===== config.mk =====
export PLATFORM = sky130hd
export DESIGN_NAME = sgl_builder
export DESIGN_NICKNAME = d
export VERILOG_FILES = /design/src/rtl/sgl_pkg.sv /design/src/rtl/sgl_len_calc.sv /design/src/rtl/sgl_desc_fmt.sv /design/src/rtl/sgl_entry_seq.sv /design/src/rtl/sgl_builder.sv
export SDC_FILE = /design/constraint.sdc
export NUM_CORES = 1
export LEC_CHECK = 0
export BUFFER_PORTS_ARGS = -buffer_cell sky130_fd_sc_hd__buf_4
export CORE_AREA = 4 4 202 204
export CTS_BUF_LIST = sky130_fd_sc_hd__clkbuf_2
export DETAILED_ROUTE_END_ITERATION = 8
export DIE_AREA = 0 0 206 208
export GPL_ROUTABILITY_DRIVEN = 0
export PLACE_DENSITY = 0.55
export SYNTH_ARGS = -nofsm -noshare
export SYNTH_HDL_FRONTEND = slang
export SYNTH_SLANG_ARGS = --single-unit

===== constraint.sdc =====
create_clock -name clk -period 2.6 [get_ports clk]
set_input_delay 0.26 -clock clk [delete_from_list [all_inputs] [get_ports clk]]
set_output_delay 0.26 -clock clk [all_outputs]
set_load 0.05 [all_outputs]

===== src/rtl/sgl_pkg.sv =====
package sgl_pkg;
  localparam logic [1:0] DIR_NONE = 2'd0;
  localparam logic [1:0] DIR_H2D  = 2'd1;
  localparam logic [1:0] DIR_D2H  = 2'd2;
  localparam int TYPE_BIT  = 28;
  localparam int DIR_LSB   = 25;
  localparam int IRQ_BIT   = 24;
  localparam logic [31:0] OCS_INVALID = 32'h0000_000F;
endpackage


===== src/rtl/sgl_len_calc.sv =====
module sgl_len_calc #(
  parameter int LEN_W      = 32,
  parameter int CHUNK_LOG2 = 12,
  parameter int MAX_ENT    = 10,
  localparam int CNT_W     = $clog2(MAX_ENT + 1)
) (
  input  logic [LEN_W-1:0]      len,
  output logic [CNT_W-1:0]      cnt,
  output logic [CHUNK_LOG2-1:0] last_size,
  output logic                  oversize,
  output logic                  zero
);
  localparam logic [LEN_W:0] LIMIT = (LEN_W+1)'(MAX_ENT) << CHUNK_LOG2;

  always_comb begin
    zero      = (len == '0);
    oversize  = ({1'b0, len} >= LIMIT);
    cnt       = CNT_W'(len >> CHUNK_LOG2) + CNT_W'(|len[CHUNK_LOG2-1:0]);
    last_size = len[CHUNK_LOG2-1:0] - CHUNK_LOG2'(1);
  end
endmodule


===== src/rtl/sgl_desc_fmt.sv =====
module sgl_desc_fmt
  import sgl_pkg::*;
#(
  parameter int SLOT_W        = 5,
  parameter int ADDR_W        = 64,
  parameter int CNT_W         = 4,
  parameter int AREA_LOG2     = 12,
  parameter int RSP_BYTE_OFS  = 1024,
  parameter int PRDT_BYTE_OFS = 2048
) (
  input  logic [SLOT_W-1:0] slot,
  input  logic [1:0]        dir,
  input  logic              zero,
  input  logic [ADDR_W-1:0] cmd_base,
  input  logic [CNT_W-1:0]  cnt,
  output logic [31:0]       dw0,
  output logic [31:0]       dw2,
  output logic [31:0]       cmd_lo,
  output logic [ADDR_W-33:0] cmd_hi,
  output logic [15:0]       rsp_ofs,
  output logic [15:0]       prdt_ofs,
  output logic [15:0]       prdt_len,
  output logic [7:0]        tag
);
  logic [ADDR_W-1:0] cmd_addr;
  logic [1:0]        dir_eff;

  always_comb begin
    dir_eff  = zero ? DIR_NONE : dir;
    cmd_addr = cmd_base + (ADDR_W'(slot) << AREA_LOG2);
    dw0      = (32'd1 << TYPE_BIT) | (32'(dir_eff) << DIR_LSB) | (32'd1 << IRQ_BIT);
    dw2      = OCS_INVALID;
    cmd_lo   = cmd_addr[31:0];
    cmd_hi   = cmd_addr[ADDR_W-1:32];
    rsp_ofs  = 16'(RSP_BYTE_OFS / 4);
    prdt_ofs = 16'(PRDT_BYTE_OFS / 4);
    prdt_len = zero ? 16'd0 : 16'(cnt);
    tag      = 8'(slot);
  end
endmodule


===== src/rtl/sgl_entry_seq.sv =====
module sgl_entry_seq #(
  parameter int ADDR_W     = 64,
  parameter int SIZE_W     = 32,
  parameter int CHUNK_LOG2 = 12,
  parameter int MAX_ENT    = 10,
  localparam int CNT_W     = $clog2(MAX_ENT + 1)
) (
  input  logic                  clk,
  input  logic                  rst,
  input  logic                  load,
  input  logic [CNT_W-1:0]      cnt,
  input  logic [CHUNK_LOG2-1:0] last_size,
  input  logic [ADDR_W-1:0]     data_base,
  input  logic                  ready,
  output logic                  valid,
  output logic [ADDR_W-1:0]     addr,
  output logic [SIZE_W-1:0]     size,
  output logic                  last,
  output logic                  fin
);
  localparam logic [CHUNK_LOG2-1:0] FULL = '1;
  localparam logic [ADDR_W-1:0]     STEP = ADDR_W'(1) << CHUNK_LOG2;

  logic [CNT_W-1:0]      rem;
  logic [CHUNK_LOG2-1:0] lsz;
  logic [CHUNK_LOG2-1:0] sz;
  logic                  xfer;

  assign xfer = valid && ready;
  assign fin  = xfer && last;
  assign size = SIZE_W'(sz);

  always_ff @(posedge clk) begin
    if (rst) begin
      valid <= 1'b0;
      addr  <= '0;
      sz    <= '0;
      last  <= 1'b0;
      rem   <= '0;
      lsz   <= '0;
    end else if (load) begin
      valid <= 1'b1;
      addr  <= data_base;
      rem   <= cnt - CNT_W'(1);
      lsz   <= last_size;
      last  <= (cnt == CNT_W'(1));
      sz    <= (cnt == CNT_W'(1)) ? last_size : FULL;
    end else if (xfer) begin
      if (last) begin
        valid <= 1'b0;
        last  <= 1'b0;
      end else begin
        addr <= addr + STEP;
        rem  <= rem - CNT_W'(1);
        last <= (rem == CNT_W'(1));
        sz   <= (rem == CNT_W'(1)) ? lsz : FULL;
      end
    end
  end

  assert_hold_R10: assert property (@(posedge clk) disable iff (rst)
    valid && !ready && !load |=> valid && $stable(addr) && $stable(size) && $stable(last));

  assert_step_R3: assert property (@(posedge clk) disable iff (rst)
    xfer && !last && !load |=> valid && (addr == $past(addr) + STEP));

  assert_budget_R1: assert property (@(posedge clk) disable iff (rst)
    valid |-> (rem < CNT_W'(MAX_ENT)));

  assert_fullsize_R2: assert property (@(posedge clk) disable iff (rst)
    valid && !last |-> (size == SIZE_W'(FULL)));
endmodule


===== src/rtl/sgl_builder.sv =====
module sgl_builder #(
  parameter int SLOT_W        = 5,
  parameter int LEN_W         = 32,
  parameter int ADDR_W        = 64,
  parameter int SIZE_W        = 32,
  parameter int CHUNK_LOG2    = 12,
  parameter int MAX_ENT       = 10,
  parameter int AREA_LOG2     = 12,
  parameter int RSP_BYTE_OFS  = 1024,
  parameter int PRDT_BYTE_OFS = 2048
) (
  input  logic               clk,
  input  logic               rst,
  input  logic               start,
  input  logic [SLOT_W-1:0]  req_slot,
  input  logic [1:0]         req_dir,
  input  logic [LEN_W-1:0]   req_len,
  input  logic [ADDR_W-1:0]  cmd_base,
  input  logic [ADDR_W-1:0]  data_base,
  output logic               desc_valid,
  output logic [31:0]        desc_dw0,
  output logic [31:0]        desc_dw2,
  output logic [31:0]        desc_cmd_lo,
  output logic [ADDR_W-33:0] desc_cmd_hi,
  output logic [15:0]        desc_rsp_ofs,
  output logic [15:0]        desc_prdt_ofs,
  output logic [15:0]        desc_prdt_len,
  output logic [7:0]         desc_tag,
  output logic               ent_valid,
  input  logic               ent_ready,
  output logic [ADDR_W-1:0]  ent_addr,
  output logic [SIZE_W-1:0]  ent_size,
  output logic               ent_last,
  output logic               busy,
  output logic               done,
  output logic               err
);
  localparam int CNT_W = $clog2(MAX_ENT + 1);

  logic [CNT_W-1:0]      cnt;
  logic [CHUNK_LOG2-1:0] last_size;
  logic                  oversize, zero, accept, load, fin;
  logic [31:0]           f_dw0, f_dw2, f_lo;
  logic [ADDR_W-33:0]    f_hi;
  logic [15:0]           f_rsp, f_prdt, f_len;
  logic [7:0]            f_tag;

  assign accept = start && !busy;
  assign load   = accept && !oversize && !zero;

  sgl_len_calc #(.LEN_W(LEN_W), .CHUNK_LOG2(CHUNK_LOG2), .MAX_ENT(MAX_ENT)) u_len (
    .len(req_len), .cnt(cnt), .last_size(last_size), .oversize(oversize), .zero(zero));

  sgl_desc_fmt #(.SLOT_W(SLOT_W), .ADDR_W(ADDR_W), .CNT_W(CNT_W), .AREA_LOG2(AREA_LOG2),
                 .RSP_BYTE_OFS(RSP_BYTE_OFS), .PRDT_BYTE_OFS(PRDT_BYTE_OFS)) u_fmt (
    .slot(req_slot), .dir(req_dir), .zero(zero), .cmd_base(cmd_base), .cnt(cnt),
    .dw0(f_dw0), .dw2(f_dw2), .cmd_lo(f_lo), .cmd_hi(f_hi), .rsp_ofs(f_rsp),
    .prdt_ofs(f_prdt), .prdt_len(f_len), .tag(f_tag));

  sgl_entry_seq #(.ADDR_W(ADDR_W), .SIZE_W(SIZE_W), .CHUNK_LOG2(CHUNK_LOG2),
                  .MAX_ENT(MAX_ENT)) u_seq (
    .clk(clk), .rst(rst), .load(load), .cnt(cnt), .last_size(last_size),
    .data_base(data_base), .ready(ent_ready), .valid(ent_valid), .addr(ent_addr),
    .size(ent_size), .last(ent_last), .fin(fin));

  always_ff @(posedge clk) begin
    if (rst) begin
      desc_valid    <= 1'b0;
      desc_dw0      <= '0;
      desc_dw2      <= '0;
      desc_cmd_lo   <= '0;
      desc_cmd_hi   <= '0;
      desc_rsp_ofs  <= '0;
      desc_prdt_ofs <= '0;
      desc_prdt_len <= '0;
      desc_tag      <= '0;
      busy          <= 1'b0;
      done          <= 1'b0;
      err           <= 1'b0;
    end else begin
      desc_valid <= 1'b0;
      done       <= 1'b0;
      err        <= 1'b0;
      if (accept) begin
        if (oversize) begin
          err <= 1'b1;
        end else begin
          desc_valid    <= 1'b1;
          desc_dw0      <= f_dw0;
          desc_dw2      <= f_dw2;
          desc_cmd_lo   <= f_lo;
          desc_cmd_hi   <= f_hi;
          desc_rsp_ofs  <= f_rsp;
          desc_prdt_ofs <= f_prdt;
          desc_prdt_len <= f_len;
          desc_tag      <= f_tag;
          if (zero) done <= 1'b1;
          else      busy <= 1'b1;
        end
      end
      if (fin) begin
        busy <= 1'b0;
        done <= 1'b1;
      end
    end
  end

  assert_reject_quiet_R4: assert property (@(posedge clk) disable iff (rst)
    err |-> !desc_valid && !busy && !ent_valid);

  assert_idle_stream_R9: assert property (@(posedge clk) disable iff (rst)
    !busy |-> !ent_valid);

  assert_ignore_busy_R9: assert property (@(posedge clk) disable iff (rst)
    start && busy && !fin |=> !desc_valid && !err);

  assert_done_idle_R8: assert property (@(posedge clk) disable iff (rst)
    done |-> !busy && !ent_valid);
endmodule


Word-level counts from Yosys, hierarchy flattened
Index checks and enable logic that the tools add are counted.

word-level totals
  bits of input ports = 171
  word-level logic and storage cells = 73
  output and inout port bits = 286
  register bits = 189

operators by class
  reduce and logical (&&, ||, !) cells = 18
  bitwise logic cells = 3
  mux-type cells = 25
  add/subtract/negate cells = 6
  equality and inequality tests = 3
  $lt $le $gt $ge = 1

operators by type and width
  cell                                                                  count
  2-to-1 mux 64 bit                                                     3
  adder 64 x 13 -> 64 bit (second input constant)                       1
  adder 64 x 17 -> 64 bit                                               1
  2-to-1 mux 12 bit                                                     5
  greater-or-equal comparator 32 x 16 -> 1 bit (second input constant)  1
  logical NOT 32 bit                                                    1
  2-to-1 mux 4 bit                                                      4
  2-to-1 mux 1 bit                                                      12
  OR reduction 12 bit                                                   1
  subtractor 12 x 1 -> 12 bit (second input constant)                   1
  == test 4 x 1 -> 1 bit (second input constant)                        2
  subtractor 4 x 1 -> 4 bit (second input constant)                     2
  AND reduction 2 bit                                                   3
  logical AND 1 bit                                                     5
  adder 4 x 1 -> 4 bit                                                  1
  nonzero test 2 bit                                                    2
  OR reduction 2 bit                                                    2
  logical NOT 1 bit                                                     3
  NOT 1 bit                                                             3
  AND reduction 3 bit                                                   1
  2-to-1 mux 2 bit                                                      1
  inequality test 2 bit (second input constant)                         1

Logic depth before layout (Yosys ltp)
Gate-level depths: netlist of run 1.

  word-level depth = 6
  mapped depth = 12
  mapped depth without buffers = 11

Hierarchy
Synthesis of run 1 repeated with hierarchy kept, for this count alone.

second synthesis, totals
  cells, all modules = 1771
  area, all modules = 16051.6 um^2

by module, submodules not included
  module         cells an instance  instances  area an instance (um^2)  sequential area each (um^2)
  sgl_builder    813                1          8495.6                   3763.6
  sgl_entry_seq  597                1          4968.5                   1881.8
  sgl_desc_fmt   316                1          2229.6                   0.0
  sgl_len_calc   45                 1          357.8                    0.0

Worst setup path after synthesis of run 1
Ideal clock, no wire load.

  kind = register -> register
  start = register u_seq.addr[29]
  end = register u_seq.addr[63]
  setup time = 0.079 ns
  arrival = 2.397 ns
  path slack = 0.124 ns
  clock period less this slack = 2.476 ns
  data required time = 2.521 ns
  cell stages (with the launch flop) = 7
  buffers on the path = 0
  cell sequence = dfxtp_1 nand3_2 or4_4 nor4_4 nand4_1 xor2_1 a211oi_2

on the way
  word-level cells in the longest chain between the ends = 4

RTL lines
  element                  RTL line             RTL
  start, declared          sgl_entry_seq.sv:16  output logic [ADDR_W-1:0] addr,
  start signal, assigned   sgl_entry_seq.sv:43  addr <= data_base;
  start signal, assigned   sgl_entry_seq.sv:53  addr <= addr + STEP;
  adder 64 x 13 -> 64 bit  sgl_entry_seq.sv:53
  2-to-1 mux 64 bit        sgl_entry_seq.sv:49  if (last) begin
  2-to-1 mux 64 bit        sgl_entry_seq.sv:48  end else if (xfer) begin
  2-to-1 mux 64 bit        sgl_entry_seq.sv:41  end else if (load) begin

No other way between the ends. The select of a mux whose other input is x is not followed.
A chain may end at the register's enable or synchronous reset.

Worst setup path in the final report of run 1
  start = input port req_slot[0]
  end = register desc_cmd_hi[8]

on the way
  word-level cells in the longest chain between the ends = 1

RTL lines
  element                  RTL line            RTL
  start, declared          sgl_builder.sv:15   input logic [SLOT_W-1:0] req_slot,
  adder 64 x 17 -> 64 bit  sgl_desc_fmt.sv:30  cmd_addr = cmd_base + (ADDR_W'(slot) << AREA_LOG2);
  end signal, assigned     sgl_builder.sv:92   desc_cmd_hi <= f_hi;
  end, declared            sgl_builder.sv:24   output logic [ADDR_W-33:0] desc_cmd_hi,

No other way between the ends.

==> results of run 1 <==
report_power, final:
part | internal (W) | switching (W) | leakage (nW)
Clock | 0.000342 | 0.00107 | 0.124
Sequential | 0.00268 | 0.000000267 | 1.40
Combinational | 0.000464 | 0.000678 | 4.66
state kept, by name, summed over array words and instances (netlist names):
signal	count
u_seq.lsz	12
u_seq.addr	64
desc_valid	1
busy	1
desc_dw0	3
desc_prdt_len	4
u_seq.sz	12
u_seq.rem	4
desc_cmd_lo	32
done	1
u_seq.valid	1
desc_tag	5
u_seq.last	1
desc_cmd_hi	32
err	1
routing by layer:
metal	up-vias	part of all wire, %	track usage [%]	wire length [um]
li1	5062	-	-	-
met1	4766	41	18.8	14700
met2	341	49	27.2	17200
met3	42	7.9	5.17	2820
met4	2	2.0	4.15	719
met5	-	0.020	0	7
through the flow:
| stage | worst slack, ns | std cells | hold slack [ns] |
|---|---|---|---|
| after CTS | 0.0265 | 2303 | 0.0144 |
| after global placement | -0.0174 | 2038 | 0.439 |
| after global routing | 0.00360 | 2306 | 0.0252 |
| after floorplan | 0.124 | 1318 | 0.356 |
| final | -0.0648 | 2306 | 0.164 |
| after detailed placement | -0.0682 | 2038 | 0.444 |
worst min-delay path: cells and delay by family:
kind / cells / cell delay [ns]
compound gates: 1 / 0.06
buf+inv: 2 / 0.65
Yosys cell counts (2+ instances only):
library cell	count	area [um2]
buf_2	17	85.1
nand3_1	47	235
nor3b_1	5	37.5
and3_1	15	93.8
or3_1	3	18.8
o22ai_1	13	81.3
nor2b_1	2	12.5
buf_1	4	15.0
buf_4	128	961
and4_2	4	40.0
a21oi_1	45	225
nand2_1	120	450
o21ai_0	4	20.0
clkbuf_1	44	165
a211oi_1	98	736
dfxtp_1	174	3480
xnor2_1	66	578
nor4b_1	2	17.5
and3b_1	2	17.5
nor3_1	50	250
or4_1	3	22.5
and4_1	3	26.3
or4_4	2	22.5
nor4_1	18	113
and3_2	2	15.0
and2_1	2	12.5
nand4_1	35	219
a211oi_2	9	113
xor2_1	46	403
ha_1	14	175
nor4_4	2	42.5
a311oi_1	3	26.3
a22oi_1	3	22.5
inv_1	18	67.6
or2_2	3	18.8
o31ai_1	2	15.0
nor2_1	173	649
worst paths after layout:
kind | slack (ns) | cells past startpoint | end
worst max-delay path | -0.06 | 12 | desc_cmd_hi[8]$_SDFFE_PP0P_
worst min-delay path | 0.16 | 3 | u_seq.lsz[0]$_SDFFE_PP0P_
worst max register to register | 0.18 | 7 | u_seq.addr[21]$_SDFFE_PP0P_
worst min register to register | 0.47 | 2 | desc_cmd_lo[10]$_SDFFE_PP0P_
cells by family (layout without fill, tap and decap cells):
group | count (synthesis) | in the layout | share of synthesized area, %
xor+xnor | 112 | 112 | 10.2
buf+inv | 211 | 673 | 13.4
compound gates | 184 | 184 | 13.4
flops | 174 | 174 | 36.1
simple gates | 500 | 500 | 24.7
fa+ha+maj | 15 | 15 | 2.02
mux | 1 | 1 | 0.104
other cells | 1 | 122 | 0.0389
final cells by class:
type | instances | area share, %
timing repair buffer | 624 | 35.6
multi-input combinational | 933 | 35.4
sequential | 174 | 22.9
tap | 525 | 4.32
clock inverter | 14 | 0.781
clock buffer | 17 | 0.559
inverter | 18 | 0.444
antenna | 1 | 0.0165
timing repair:
| action | CTS | global route |
|---|---|---|
| buffers inserted | 0 | 2 |
| endpoints found under the setup margin | 0 | 26 |
| hold buffers | 234 | 0 |
| endpoints found under the hold margin | 174 | 0 |
| resized for setup | 0 | 12 |
==> flow_metrics.py, run 1 <==
metrics = {
    "timing": {
        "grt_setup_unrepaired": "no",
        "slew_violations": 0,
        "setup-violations-final": 4,
        "fin_skew_ns": 0.0427,
        "tns_ns": -0.110,
        "hold_viol_final": 0,
        "period_minus_slack_ns": 2.66,
        "fin_crit_sh_pct": 102,
        "slew_headroom_pct": 52.9,
        "max_freq_mhz": 375,
        "setup_ws_ns": -0.0648,
        "worst_pin_slew_ns": 0.706,
    },
    "run_status": {
        "violations": "setup timing",
        "status": "complete, but fails checks",
    },
    "min_path": {
        "hold_start": "req_len[0]",
        "hp-class": "in -> reg",
    },
    "grt": {
        "grt_max_degree": 74,
        "antenna_found_initial": 2,
        "grt_use_total_pct": 15.8,
        "grt_first_pass_wirelength_um": 55000,
        "grt_pass1_vias": 10300,
        "grt_overflow_total": 0,
    },
    "setup_path": {
        "cp_max_fo": 8,
        "start_kind": "primary input",
        "crit_chain": "dlygate4sd3_1, buf_4, ha_1, fa_2, a21oi_2, o22ai_2, buf_12, and3_1, and3_1, xnor2_1, dlygate4sd3_1, a211oi_1",
        "setup.worst_path.class": "in -> reg",
        "cp.required_ns": 3.34,
        "slowest_delay_ns": 0.56,
        "crit_buf_inv": 4,
        "critPathCaptureType": "register",
        "cpMaxStageDelayCell": "dlygate4sd3_1",
        "critical_path_arrival_ns": 3.40,
        "cp_top_family": "buffers and inverters",
        "cp-startpoint": "req_slot[0]",
        "r2r-start": "u_seq.valid$_SDFFE_PP0P_",
    },
    "layout": {
        "fin_area_mm2": 0.0152,
        "n_fill_cell": 4041,
        "multi_input_area_mm2": 0.00538,
        "final_util_pct": 38.7,
        "drive_above_1_share_pct": 25.8,
        "seqCellArea_mm2": 0.00348,
        "area_growth_pct": 57.7,
        "nets": 1954,
        "mostFrequentLayoutCell": "buf_4",
        "final_cell_mix": "buf_4 (376), dlygate4sd3_1 (234), dfxtp_1 (174), nor2_1 (173), conb_1 (121)",
    },
    "placed_design": {
        "dpl_cell_area_mm2": 0.0126,
        "place_hpwl_um": 25900,
        "portBuffers": 335,
    },
    "power_and_ir_drop": {
        "finalPower_w": 0.00524,
        "power.leakage_nw": 6.19,
        "pwr_density_cell_mw_per_mm2": 344,
        "irDropWorstVdd_uv": 263,
    },
    "floorplanning": {
        "dieHeight_um": 208,
        "ios": 457,
        "core_mm2": 0.0393,
        "row_count": 73,
        "initial_core_util_pct": 24.6,
        "die_area_mm2": 0.0428,
        "die_w_um": 206,
    },
    "yosys": {
        "synth_edf_count": 0,
        "syn_inst": 1198,
        "yosysSeqAreaShare_pct": 36.1,
        "synth_seq_cells": 174,
        "avgSynthCellArea_um2": 8.05,
        "synth_flop_cell": "dfxtp_1",
        "netlist_area_mm2": 0.00965,
        "async_reset_ff_share_pct": 0,
        "synth-warning-count": 0,
        "ys_types": 54,
    },
    "detailed_routing": {
        "wirelength_um": 35400,
        "dr.first_iter.drc_count": 345,
        "drt_pass1_iterations": 5,
        "via_per_inst": 4.43,
        "ant_nets": 0,
        "routed-via-count": 10200,
        "drc": 0,
        "wire_per_inst_um": 15.4,
    },
    "job": {
        "cap_violations": 0,
    },
    "clock_network": {
        "clock-sinks": 174,
        "numCtsBuffers": 17,
        "cts_tree": "built",
        "insertion_delay_ns": 0.81,
        "clkSlewWorstSetupHoldPaths_ns": 0.28,
        "h-tree-depth": 4,
        "root_buffer": "clkbuf_2",
        "clk_path_buf_depth": 2,
    },
}
No activity file was read; power rests on OpenSTA's default activity.
==> run 2, diff against run 1 <==
--- a/config.mk
+++ b/config.mk
@@ -12,6 +12,7 @@
 export DIE_AREA = 0 0 206 208
 export GPL_ROUTABILITY_DRIVEN = 0
 export PLACE_DENSITY = 0.55
+export SKIP_CTS_REPAIR_TIMING = 1
 export SYNTH_ARGS = -nofsm -noshare
 export SYNTH_HDL_FRONTEND = slang
 export SYNTH_SLANG_ARGS = --single-unit
==> flow_metrics.py, run 2 (same netlist as run 1, synthesis figures left out) <==
metrics = {
    "min_path": {
        "hp-class": "in -> reg",
    },
    "detailed_routing": {
        "via_per_inst": 4.43,
        "ant_nets": 0,
        "routed-via-count": 10100,
        "wirelength_um": 35300,
        "dr.first_iter.drc_count": 370,
        "drc": 0,
        "wire_per_inst_um": 15.4,
        "drt_pass1_iterations": 5,
    },
    "timing": {
        "slew_headroom_pct": 53.1,
        "worst_pin_slew_ns": 0.703,
        "fin_crit_sh_pct": 103,
        "slew_violations": 0,
        "setup_ws_ns": -0.0667,
        "hold_slack_ns": 0.119,
        "period_minus_slack_ns": 2.67,
        "setup-violations-final": 7,
        "tns_ns": -0.244,
        "max_freq_mhz": 375,
        "hold_viol_final": 0,
        "fin_skew_ns": 0.0430,
    },
    "clock_network": {
        "clkSlewWorstSetupHoldPaths_ns": 0.27,
        "h-tree-depth": 4,
        "clock-sinks": 174,
        "numCtsBuffers": 17,
        "cts_tree": "built",
        "root_buffer": "clkbuf_2",
        "insertion_delay_ns": 0.81,
        "clk_path_buf_depth": 2,
    },
    "layout": {
        "largest_register": "u_seq.addr",
        "mostFrequentLayoutCell": "buf_4",
        "largest_registers": "u_seq.addr: 64 flops, desc_cmd_hi: 32 flops, desc_cmd_lo: 32 flops",
        "largest_reg_flops": 64,
        "area_growth_pct": 55.7,
        "nets": 1938,
        "final_cell_mix": "buf_4 (376), dlygate4sd3_1 (220), dfxtp_1 (174), nor2_1 (173), conb_1 (121)",
        "drive_above_1_share_pct": 25.3,
        "n_fill_cell": 4052,
    },
    "floorplanning": {
        "initial_core_util_pct": 24.6,
        "row_count": 73,
        "ios": 457,
        "core_mm2": 0.0393,
        "die_area_mm2": 0.0428,
        "dieHeight_um": 208,
        "die_w_um": 206,
    },
    "grt": {
        "grt_first_pass_wirelength_um": 50300,
        "antenna_found_initial": 2,
        "grt_pass1_vias": 9024,
        "grt_overflow_total": 0,
        "grt_use_total_pct": 14.6,
        "grt_max_degree": 74,
    },
    "job": {
        "cap_violations": 0,
    },
    "placed_design": {
        "place_hpwl_um": 25900,
        "portBuffers": 335,
    },
    "run_status": {
        "status": "complete, but fails checks",
        "violations": "setup timing",
    },
    "power_and_ir_drop": {
        "pwr_density_cell_mw_per_mm2": 347,
        "irDropWorstVdd_uv": 260,
        "power.leakage_nw": 6.12,
    },
    "setup_path": {
        "critPathCaptureType": "register",
        "critical_path_arrival_ns": 3.44,
        "setup.worst_path.class": "in -> reg",
        "cp_max_fo": 8,
        "start_kind": "primary input",
        "cp.required_ns": 3.37,
    },
}
[run 2: final timing paths]
path | slack [ns] | cells past startpoint | start | endpoint
max reg2reg | 0.22 | 7 | busy$_SDFFE_PP0P_ | u_seq.addr[9]$_SDFFE_PP0P_
min | 0.12 | 7 | req_len[8] | u_seq.sz[11]$_SDFFE_PP0P_
max | -0.07 | 12 | req_slot[4] | desc_cmd_lo[21]$_SDFFE_PP0P_
min reg2reg | 0.47 | 2 | desc_cmd_lo[10]$_SDFFE_PP0P_ | desc_cmd_lo[10]$_SDFFE_PP0P_
[run 2: critical path, cell delays in order]
cell	delay, ns
dlygate4sd3_1	0.55
buf_4	0.15
ha_1	0.37
a21oi_1	0.27
o211ai_2	0.11
buf_4	0.19
nand4_1	0.11
xnor2_1	0.13
dlygate4sd3_1	0.57
nor2_1	0.04
nor3_1	0.12
dlygate4sd3_1	0.56
[run 2: final cells by class]
type	instances	area [um2]	area share, %
Antenna cell	1	2.50	0.0167
Clock buffer	17	85.1	0.567
Clock inverter	14	119	0.792
Inverter	18	67.6	0.450
Multi-Input combinational cell	933	5340	35.6
Sequential cell	174	3480	23.2
Tap cell	525	657	4.38
Timing Repair Buffer	608	5260	35.0
[run 2: per-layer routing]
metal | global-route usage [%] | part of all wire (%) | wire length (um) | vias to the layer above
li1 | - | - | - | 5024
met1 | 17.7 | 41 | 14600 | 4755
met2 | 24.7 | 49 | 17400 | 318
met5 | 0 | 0.020 | 7 | -
met4 | 2.82 | 1.5 | 520 | 2
met3 | 5.88 | 7.9 | 2800 | 37
[run 2: per-stage QoR]
step | cell area [um2] | util [%] | worst slack (ns) | total power, W | std cells
after floorplan | 10100 | - | 0.124 | 0.00342 | 1318
after global placement | 12600 | 32.1 | -0.0174 | 0.00360 | 2038
after detailed placement | 12600 | 32.1 | -0.0682 | 0.00360 | 2038
after CTS | 12800 | 32.6 | 0.266 | 0.00506 | 2069
after global routing | 15000 | 38.2 | -0.0511 | 0.00549 | 2290
final | 15000 | 38.2 | -0.0667 | 0.00521 | 2290
[run 2: report_power, final]
part | switching [W] | internal, W | total [W]
logic | 0.000671 | 0.000447 | 0.00112
registers | 0.000000268 | 0.00268 | 0.00268
clock network | 0.00107 | 0.000342 | 0.00141
==> run 3, diff against run 2 <==
--- a/config.mk
+++ b/config.mk
@@ -12,6 +12,7 @@
 export DIE_AREA = 0 0 206 208
 export GPL_ROUTABILITY_DRIVEN = 0
 export PLACE_DENSITY = 0.55
+export REMOVE_ABC_BUFFERS = 1
 export SKIP_CTS_REPAIR_TIMING = 1
 export SYNTH_ARGS = -nofsm -noshare
 export SYNTH_HDL_FRONTEND = slang
==> constraint.sdc (replaced) <==
create_clock -name clk -period 2.6 [get_ports clk]
set_input_delay 0.39 -clock clk [delete_from_list [all_inputs] [get_ports clk]]
set_output_delay 0.39 -clock clk [all_outputs]
set_load 0.05 [all_outputs]
==> flow_metrics.py, run 3 (same netlist as run 1, synthesis figures left out) <==
metrics = {
    "setup_path": {
        "r2r_cells": 8,
        "critPathMostFrequentCell": "buf_4",
        "cp_max_fo": 5,
        "crit_chain": "dlygate4sd3_1, buf_4, ha_1, buf_4, nand3_1, o211ai_2, buf_4, nand3_1, nor4_1, xnor2_1, dlygate4sd3_1, a211oi_1",
        "ff2ff_setup_slack_ns": 0.16,
        "cp_top_family": "buffers and inverters",
        "critical_path_arrival_ns": 3.32,
        "critPathCaptureType": "register",
        "start_kind": "primary input",
        "cp.required_ns": 3.33,
        "crit_buf_inv": 5,
        "slowest_delay_ns": 0.56,
        "cpMaxStageDelayCell": "dlygate4sd3_1",
        "r2r-start": "u_seq.valid$_SDFFE_PP0P_",
        "setup.worst_path.class": "in -> reg",
        "worst_r2r_endpoint": "u_seq.addr[27]$_SDFFE_PP0P_",
    },
    "timing": {
        "period_minus_slack_ns": 2.59,
        "grt_setup_unrepaired": "no",
        "slew_violations": 0,
        "hold_viol_final": 0,
        "worst_pin_slew_ns": 1.03,
        "fin_skew_ns": 0.0453,
        "slew_headroom_pct": 31.5,
        "setup-violations-final": 0,
        "tns_ns": 0,
        "fin_crit_sh_pct": 99.8,
        "max_freq_mhz": 385,
    },
    "grt": {
        "grt_use_total_pct": 14.6,
        "use_met2_pct": 25.4,
        "grt_max_degree": 57,
        "grt_overflow_total": 0,
        "grt_first_pass_wirelength_um": 50100,
        "grt_pass1_vias": 8827,
        "use_met3_pct": 5.14,
        "met1_usage_pct": 17.5,
        "antenna_found_initial": 2,
        "busiest_layer": "met2",
    },
    "layout": {
        "mostFrequentLayoutCell": "buf_4",
        "area_growth_pct": 51.4,
        "nets": 1900,
        "largest_registers": "u_seq.addr: 64 flops, desc_cmd_hi: 32 flops, desc_cmd_lo: 32 flops",
        "final_util_pct": 37.2,
        "fin_area_mm2": 0.0146,
        "final_cell_mix": "buf_4 (379), dlygate4sd3_1 (182), dfxtp_1 (174), nor2_1 (173), conb_1 (121)",
        "drive_above_1_share_pct": 26.0,
        "largest_reg_flops": 64,
        "fin_cells": 2255,
        "largest_register": "u_seq.addr",
    },
    "min_path": {
        "hold_path_depth": 4,
        "min_to": "u_seq.lsz[10]$_SDFFE_PP0P_",
        "hp-class": "in -> reg",
        "hold_start": "req_len[8]",
    },
    "floorplanning": {
        "row_count": 73,
        "ios": 457,
        "die_w_um": 206,
        "initial_core_util_pct": 24.6,
        "core_mm2": 0.0393,
        "die_area_mm2": 0.0428,
        "dieHeight_um": 208,
    },
    "clock_network": {
        "root_buffer": "clkbuf_2",
        "clk_path_buf_depth": 2,
        "clkSlewWorstSetupHoldPaths_ns": 0.25,
        "numCtsBuffers": 17,
        "cts_tree": "built",
        "insertion_delay_ns": 0.82,
        "clock-sinks": 174,
        "h-tree-depth": 4,
    },
    "detailed_routing": {
        "dr.first_iter.drc_count": 432,
        "wirelength_um": 34500,
        "via_per_inst": 4.38,
        "drc": 0,
        "wire_per_inst_um": 15.3,
        "routed-via-count": 9884,
        "ant_nets": 0,
        "drt_pass1_iterations": 4,
    },
    "power_and_ir_drop": {
        "power.leakage_nw": 5.89,
        "irDropWorstVdd_uv": 279,
        "switchingPower_w": 0.00174,
        "internal_power_w": 0.00347,
        "swShare_pct": 33.5,
        "clock_power_share_pct": 27.3,
        "pwr-share-seq_pct": 51.4,
        "finalPower_w": 0.00521,
        "p_comb_share_pct": 21.3,
        "pwr_density_cell_mw_per_mm2": 357,
    },
    "placed_design": {
        "placed_cells": 2038,
        "dpl_cell_area_mm2": 0.0126,
        "place_hpwl_um": 25500,
        "portBuffers": 335,
    },
    "job": {
        "cap_violations": 0,
    },
    "run_status": {
        "status": "completed",
    },
}
==> run 3: worst max-delay path by stage <==
stage,to,slack [ns],from,cells past startpoint
final,desc_cmd_hi[1]$_SDFFE_PP0P_,0.006,req_slot[4],12
after global routing,u_seq.addr[12]$_SDFFE_PP0P_,0.01,req_len[5],11
after CTS,u_seq.addr[34]$_SDFFE_PP0P_,0.31,u_seq.valid$_SDFFE_PP0P_,6
after detailed placement,u_seq.sz[10]$_SDFFE_PP0P_,-0.16,req_len[10],12
after global placement,u_seq.sz[10]$_SDFFE_PP0P_,-0.12,req_len[10],12
after floorplan,u_seq.last$_SDFFE_PP0P_,-4.79,req_len[14],4
==> run 3: per-layer routing <==
metal | vias to the layer above | share of wire, % | wire length, um
met3 | 18 | 7.6 | 2610
met1 | 4610 | 41 | 14300
met5 | - | 0 | 0
met4 | 0 | 1.2 | 414
li1 | 4934 | - | -
met2 | 322 | 50 | 17300
==> run 3: power by group through the flow <==
stage	Sequential, W	Clock, W	Combinational (W)
3_5_place_dp	0.00273	0	0.000892
6_report	0.00268	0.00142	0.00111
5_1_grt	0.00268	0.00162	0.00117
3_3_place_gp	0.00273	0	0.000890
4_1_cts	0.00268	0.00152	0.000894
2_1_floorplan	0.00273	0	0.000506
==> run 3: area by class of cell <==
class                      instances  area (um2)
multi-input combinational        933        5340
antenna                            3        7.51
tap                              525         657
clock buffer                      19        95.1
inverter                          18        67.6
sequential                       174        3480
timing repair buffer             570        4840
fill                            4066       24700
clock inverter                    13         116
==> run 3: stage by stage <==
stage,setup WS (ns),hold slack (ns)
4_1_cts,0.308,-0.368
5_1_grt,0.00975,-0.000106
6_report,0.00555,0.110
3_3_place_gp,-0.121,0.440
3_5_place_dp,-0.161,0.447
2_1_floorplan,-4.79,0.455
==> run 3: tightest hold or removal path, delay by kind of cell <==
family | cells | cell delay [ns]
AOI/OAI and AO/OA | 1 | 0.19
and+or+nand+nor | 1 | 0.11
buffers and inverters | 1 | 0.10
xor gates and xnor gates | 1 | 0.09
